$ cat src/rtl/twk_pkg.sv
package twk_pkg;

    typedef enum logic [1:0] {
        TW_SLEEP   = 2'd0,
        TW_PROBE   = 2'd1,
        TW_CONFIRM = 2'd2,
        TW_AWAKE   = 2'd3
    } tw_state_e;

    typedef struct packed {
        tw_state_e state;
        logic      radio;
        logic      wake;
    } tw_regs_t;

    // Bits needed to hold the values 0 .. span-1 (at least one bit).
    function automatic int unsigned cnt_width(input int unsigned span);
        return (span > 1) ? $clog2(span) : 1;
    endfunction

endpackage

$ cat src/rtl/twk_interval_timer.sv
// Down counter shared by the sleep and probe intervals.
module twk_interval_timer #(
    parameter int unsigned           WIDTH     = 8,
    parameter logic [WIDTH-1:0]      RESET_VAL = '0
) (
    input  logic             clk,
    input  logic             rst,
    input  logic             load,
    input  logic [WIDTH-1:0] load_val,
    input  logic             dec,
    output logic             expired
);

    logic [WIDTH-1:0] cnt_d, cnt_q;

    always_comb begin
        cnt_d = cnt_q;
        if (load) begin
            cnt_d = load_val;
        end else if (dec && (cnt_q != '0)) begin
            cnt_d = cnt_q - 1'b1;
        end
    end

    always_ff @(posedge clk) begin
        if (rst) begin
            cnt_q <= RESET_VAL;
        end else begin
            cnt_q <= cnt_d;
        end
    end

    assign expired = (cnt_q == '0);

    // each decrement request moves the interval exactly one step closer.
    assert_timer_step_R2: assert property (@(posedge clk) disable iff (rst)
        (!load && dec && !expired) |=> (cnt_q == $past(cnt_q) - 1'b1));

    // a load is what the next cycle holds.
    assert_timer_load_R2: assert property (@(posedge clk) disable iff (rst)
        load |=> (cnt_q == $past(load_val)));

endmodule

$ cat src/rtl/twk_run_counter.sv
// Counts consecutive high activity samples during confirmation.
module twk_run_counter #(
    parameter int unsigned LIMIT = 16
) (
    input  logic clk,
    input  logic rst,
    input  logic clear,
    input  logic inc,
    output logic last
);

    localparam int unsigned W   = twk_pkg::cnt_width(LIMIT);
    localparam logic [W-1:0] TOP = W'(LIMIT - 1);

    logic [W-1:0] run_d, run_q;

    always_comb begin
        run_d = run_q;
        if (clear) begin
            run_d = '0;
        end else if (inc && (run_q != TOP)) begin
            run_d = run_q + 1'b1;
        end
    end

    always_ff @(posedge clk) begin
        if (rst) begin
            run_q <= '0;
        end else begin
            run_q <= run_d;
        end
    end

    assign last = (run_q == TOP);

    // a clear always restarts the run from zero.
    assert_run_clear_R5: assert property (@(posedge clk) disable iff (rst)
        clear |=> (run_q == '0));

    // a counted sample advances the run by one until the limit is hit.
    assert_run_step_R5: assert property (@(posedge clk) disable iff (rst)
        (inc && !clear && !last) |=> (run_q == $past(run_q) + 1'b1));

endmodule

$ cat src/rtl/tone_wake_ctrl.sv
module tone_wake_ctrl #(
    parameter int unsigned SLEEP_CYCLES    = 4_000_000,
    parameter int unsigned PROBE_CYCLES    = 200,
    parameter int unsigned CONFIRM_SAMPLES = 1000
) (
    input  logic       clk,
    input  logic       rst,
    input  logic       enable,
    input  logic       rf_active,
    output logic       radio_en,
    output logic       wake_pulse,
    output logic [1:0] state_o
);

    import twk_pkg::*;

    localparam int unsigned SPAN     = (SLEEP_CYCLES > PROBE_CYCLES) ? SLEEP_CYCLES : PROBE_CYCLES;
    localparam int unsigned TW       = cnt_width(SPAN);
    localparam logic [TW-1:0] SLEEP_LD = TW'(SLEEP_CYCLES - 1);
    localparam logic [TW-1:0] PROBE_LD = TW'(PROBE_CYCLES - 1);

    tw_regs_t        cur_q, nxt_d;
    logic            tmr_load, tmr_dec, tmr_expired;
    logic [TW-1:0]   tmr_val;
    logic            run_clr, run_inc, run_last;

    twk_interval_timer #(
        .WIDTH     (TW),
        .RESET_VAL (SLEEP_LD)
    ) u_timer (
        .clk      (clk),
        .rst      (rst),
        .load     (tmr_load),
        .load_val (tmr_val),
        .dec      (tmr_dec),
        .expired  (tmr_expired)
    );

    twk_run_counter #(
        .LIMIT (CONFIRM_SAMPLES)
    ) u_run (
        .clk   (clk),
        .rst   (rst),
        .clear (run_clr),
        .inc   (run_inc),
        .last  (run_last)
    );

    always_comb begin
        nxt_d      = cur_q;
        nxt_d.wake = 1'b0;
        tmr_load   = 1'b0;
        tmr_val    = SLEEP_LD;
        tmr_dec    = 1'b0;
        run_clr    = 1'b0;
        run_inc    = 1'b0;
        if (!enable) begin
            nxt_d.state = TW_SLEEP;
            tmr_load    = 1'b1;
            run_clr     = 1'b1;
        end else begin
            unique case (cur_q.state)
                TW_SLEEP: begin
                    if (tmr_expired) begin
                        nxt_d.state = TW_PROBE;
                        tmr_load    = 1'b1;
                        tmr_val     = PROBE_LD;
                    end else begin
                        tmr_dec = 1'b1;
                    end
                end
                TW_PROBE: begin
                    if (rf_active) begin
                        nxt_d.state = TW_CONFIRM;
                        run_clr     = 1'b1;
                    end else if (tmr_expired) begin
                        nxt_d.state = TW_SLEEP;
                        tmr_load    = 1'b1;
                    end else begin
                        tmr_dec = 1'b1;
                    end
                end
                TW_CONFIRM: begin
                    if (!rf_active) begin
                        nxt_d.state = TW_SLEEP;
                        tmr_load    = 1'b1;
                    end else if (run_last) begin
                        nxt_d.state = TW_AWAKE;
                        nxt_d.wake  = 1'b1;
                    end else begin
                        run_inc = 1'b1;
                    end
                end
                default: begin
                    nxt_d.state = TW_AWAKE;
                end
            endcase
        end
        nxt_d.radio = (nxt_d.state != TW_SLEEP);
    end

    always_ff @(posedge clk) begin
        if (rst) begin
            cur_q <= '{state: TW_SLEEP, radio: 1'b0, wake: 1'b0};
        end else begin
            cur_q <= nxt_d;
        end
    end

    assign radio_en   = cur_q.radio;
    assign wake_pulse = cur_q.wake;
    assign state_o    = cur_q.state;

    // a probe is only ever entered from sleep.
    assert_probe_entry_R3: assert property (@(posedge clk) disable iff (rst)
        (cur_q.state == TW_PROBE && $past(cur_q.state) != TW_PROBE)
            |-> ($past(cur_q.state) == TW_SLEEP));

    // confirmation starts only after activity was seen in a probe.
    assert_confirm_entry_R4: assert property (@(posedge clk) disable iff (rst)
        (cur_q.state == TW_CONFIRM && $past(cur_q.state) == TW_PROBE)
            |-> $past(rf_active));

    // awake is reached only from confirm with activity still high, and with the pulse.
    assert_awake_entry_R5: assert property (@(posedge clk) disable iff (rst)
        (cur_q.state == TW_AWAKE && $past(cur_q.state) != TW_AWAKE)
            |-> ($past(cur_q.state) == TW_CONFIRM && $past(rf_active) && wake_pulse));

    // losing activity during confirmation drops back to sleep.
    assert_confirm_drop_R6: assert property (@(posedge clk) disable iff (rst)
        (cur_q.state == TW_CONFIRM && enable && !rf_active)
            |=> (state_o == TW_SLEEP && !radio_en));

    // the wake indication never lasts two cycles.
    assert_wake_single_R7: assert property (@(posedge clk) disable iff (rst)
        wake_pulse |=> !wake_pulse);

    // withdrawing enable forces sleep with the receiver off.
    assert_disable_sleep_R8: assert property (@(posedge clk) disable iff (rst)
        !enable |=> (state_o == TW_SLEEP && !radio_en && !wake_pulse));

endmodule

$ cat config.mk
export PLATFORM = sky130hd
export DESIGN_NAME = tone_wake_ctrl
export DESIGN_NICKNAME = d
export VERILOG_FILES = /design/src/rtl/twk_pkg.sv /design/src/rtl/twk_interval_timer.sv /design/src/rtl/twk_run_counter.sv /design/src/rtl/tone_wake_ctrl.sv
export SDC_FILE = /design/constraint.sdc
export NUM_CORES = 1
export LEC_CHECK = 0
export BUFFER_PORTS_ARGS = -buffer_cell sky130_fd_sc_hd__buf_2
export CAP_MARGIN = 25
export CORE_ASPECT_RATIO = 1.75
export CORE_MARGIN = 2
export CORE_UTILIZATION = 50
export DETAILED_ROUTE_END_ITERATION = 10
export GPL_TIMING_DRIVEN = 1
export MAX_ROUTING_LAYER = met4
export PLACE_DENSITY_LB_ADDON = 0.1
export SLEW_MARGIN = 25
export SYNTH_ARGS = -nofsm -noshare
export SYNTH_HDL_FRONTEND = slang
export SYNTH_SLANG_ARGS = --single-unit
$ cat constraint.sdc
create_clock -name clk -period 4.18 [get_ports clk]
set_input_delay 0 -clock clk [delete_from_list [all_inputs] [get_ports clk]]
set_output_delay 0 -clock clk [all_outputs]
set_load 0.01 [all_outputs]
==> impl_metrics.json <==
{
  "ys_warn_count": 0,
  "start_kind": "flop",
  "r2r_end": "u_timer.cnt_q[12]$_SDFFE_PP0P_",
  "routed_wl_mm": 4.67,
  "period_needed_ps": 2310,
  "h-tree-depth": 2,
  "cts_made_buffers": 5,
  "power_mw": 0.690,
  "clk_latency_ps": 290,
  "async_reset_ff_share_pct": 0,
  "tns_ps": 0,
  "cts_tree": "yes",
  "crit_type": "reg -> reg",
  "drcViolationCount": 0,
  "cp-end-kind": "flop",
  "dp_hpwl_mm": 3.54,
  "yosysSeqAreaShare_pct": 36.5,
  "cts_sinks": 36,
  "setup_slack_ps": 1870,
  "numPortBuffers": 7,
  "initial_core_util_pct": 51.5,
  "final_core_util_pct": 56.1,
  "cts.path.max_buffers": 2,
  "fin_crit_sh_pct": 55.3,
  "io_pins": 8,
  "grt_pass1_vias": 1700,
  "rsz0062_at_grt": "no",
  "rows": 30,
  "synth-seq-cells": 36,
  "vias": 1758,
  "antenna_cells": 0,
  "grt.overflow.total": 0,
  "antenna_left": 0,
  "regArea_um2": 721,
  "grt_max_degree": 17,
  "relSlewSlack_pct": 49.7,
  "synth_cell_types": 55,
  "worstPathArrival_ps": 2530,
  "post-synth-top-area-cell": "dfxtp_1",
  "reg2reg_slack_ps": 1870,
  "nNetsFinal": 248,
  "fmax_mhz": 432,
  "cts_root_buf": "clkbuf_8",
  "syn_area_mm2": 0.00197,
  "area_growth_pct": 8.95,
  "place_ws_ps": 1930,
  "hold_viol": 0,
  "ys_top_cells_by_area": "dfxtp_1, xnor2_1, nor2_1",
  "nFillCells": 388,
  "reg2regPathDepth": 5,
  "cp.required_ps": 4400,
  "crit_path_start": "u_timer.cnt_q[13]$_SDFFE_PP0P_",
  "dr.pass1.iters": 4,
  "skew_ps": 2.85,
  "maxCapViolCount": 0,
  "die-area_mm2": 0.00448,
  "grt_pass1_wl_mm": 7.96,
  "post_cts_resized": 0,
  "status": "complete, no violations",
  "reg2reg_from": "u_timer.cnt_q[13]$_SDFFE_PP0P_",
  "setup_viol": 0,
  "worst_slew_pin_slew_ps": 749,
  "p_leak_nw": 0.729,
  "antenna_found_initial": 0,
  "die_width_um": 51.5,
  "synth_edf_count": 0,
  "drive_above_1_share_pct": 14.0,
  "die_y_um": 87.1,
  "design.core.area_mm2": 0.00383,
  "synth_flop_cell": "dfxtp_1",
  "syn_area_per_cell_um2": 8.43,
  "clkTransAtPathRegs_ps": 70,
  "syn_nets": 241,
  "viasPerCell": 6.06,
  "grt_use_total_pct": 24.0,
  "vdd_drop_max_uv": 237,
  "crit_fanout": 10,
  "gp_congestion": 0.912,
  "wl_per_cell_um": 16.1,
  "hold_path.class": "in -> reg",
  "slew_violations": 0,
  "p_per_area_mw_per_mm2": 321,
  "yosysTopAreaCellShare_pct": 36.5,
  "first_iter_violations": 43,
  "hold_ws_ps": 71.8,
  "synthCells": 234,
  "multiInputGateArea_mm2": 0.00118,
  "crit_end": "u_timer.cnt_q[12]$_SDFFE_PP0P_"
}
cells in the final DEF (no fill, tap or decap), types with 2 or more instances in the layout:
master    synthesis  layout
a211oi_1          2       2
a21oi_1           7       7
and3_1            3       3
and4_1            2       2
buf_2             3       7
clkbuf_8          1       5
dfxtp_1          36      36
ha_1              3       3
inv_1             6       6
nand2_1          22      22
nand2b_1          2       2
nand3_1          10      10
nand3b_1          2       2
nand4_1           6       6
nor2_1           32      32
nor2b_1           4       4
nor3_1           10      10
nor4_1            7       7
nor4_4            2       2
o211ai_1          6       6
o21ai_0           7       7
o221ai_1          2       2
o31ai_1           2       2
or2_2             3       3
or3_1             4       4
xnor2_1          14      14
xor2_1            4       4
power breakdown:
group          switching [mW]  internal, mW
sequential            0.00558         0.348
clock                   0.130         0.176
combinational          0.0189        0.0113
total                   0.154         0.536
how the worst min path moves through the flow:
| stage | cells after the start | end | slack (ps) | start |
|---|---|---|---|---|
| after floorplan | 2 | u_timer.cnt_q[18]$_SDFFE_PP1P_ | 110 | rst |
| after global placement | 3 | u_timer.cnt_q[18]$_SDFFE_PP1P_ | 270 | rst |
| after detailed placement | 3 | u_timer.cnt_q[18]$_SDFFE_PP1P_ | 270 | rst |
| after CTS | 3 | u_timer.cnt_q[21]$_SDFFE_PP1P_ | 60 | enable |
| after global routing | 2 | u_timer.cnt_q[4]$_SDFFE_PP1P_ | 100 | rf_active |
| final | 3 | u_timer.cnt_q[21]$_SDFFE_PP1P_ | 70 | enable |
synthesized netlist by cell type, types with 3 or more instances:
| library cell | n |
|---|---|
| nand3_1 | 10 |
| a21oi_1 | 7 |
| dfxtp_1 | 36 |
| ha_1 | 3 |
| buf_2 | 3 |
| nand4_1 | 6 |
| nor4_1 | 7 |
| xnor2_1 | 14 |
| nor3_1 | 10 |
| clkbuf_1 | 5 |
| o211ai_1 | 6 |
| o21ai_0 | 7 |
| or2_2 | 3 |
| nor2b_1 | 4 |
| or3_1 | 4 |
| xor2_1 | 4 |
| inv_1 | 6 |
| nor2_1 | 32 |
| nand2_1 | 22 |
| and3_1 | 3 |
cell type report:
| class | instances | area share, % |
|---|---|---|
| Clock buffer | 5 | 3.20 |
| Clock inverter | 3 | 1.98 |
| Inverter | 6 | 1.05 |
| Multi-Input combinational cell | 183 | 55.0 |
| Sequential cell | 36 | 33.5 |
| Tap cell | 48 | 2.80 |
| Timing Repair Buffer | 9 | 2.45 |
metal layers:
metal  wire [um]  vias to the layer above  track usage (%)
li1            -                      867                -
met1        1810                      834             25.4
met2        2620                       47             42.9
met3         129                       10             3.95
met4         109                        0             10.0
met5           0                        -                -
logic make-up (layout without fill, tap and decap cells):
kind of cell	Yosys count	in the layout	synth area share, %
compound gates	39	39	14.6
mux	2	2	1.08
flops	36	36	36.5
xor+xnor	18	18	7.99
fa+ha+maj	4	4	2.41
buf+inv	15	23	3.55
simple gates	120	120	33.8
worst max-delay path, cell delays in order (launching register included):
cell and delay [ps]:
dfxtp_1 360, nor4_1 600, nand4_1 430, o21ai_2 520
o21ai_0 170, a21oi_1 170
registers in the layout, indices dropped and copies added (netlist names):
signal	count
u_timer.cnt_q	22
u_run.run_q	10
state_o	2
radio_en	1
wake_pulse	1
metrics by stage:
stage               cells  area (um^2)
finish                290         2150
global route          290         2150
CTS                   290         2150
detailed placement    281         2030
global placement      281         2030
floorplan             234         1970
timing repair:
item                      in CTS  in global routing
setup buffers                  0                  0
hold buffers                   1                  0
hold endpoints to repair       2                  0
(Power assumes the default switching activity.)
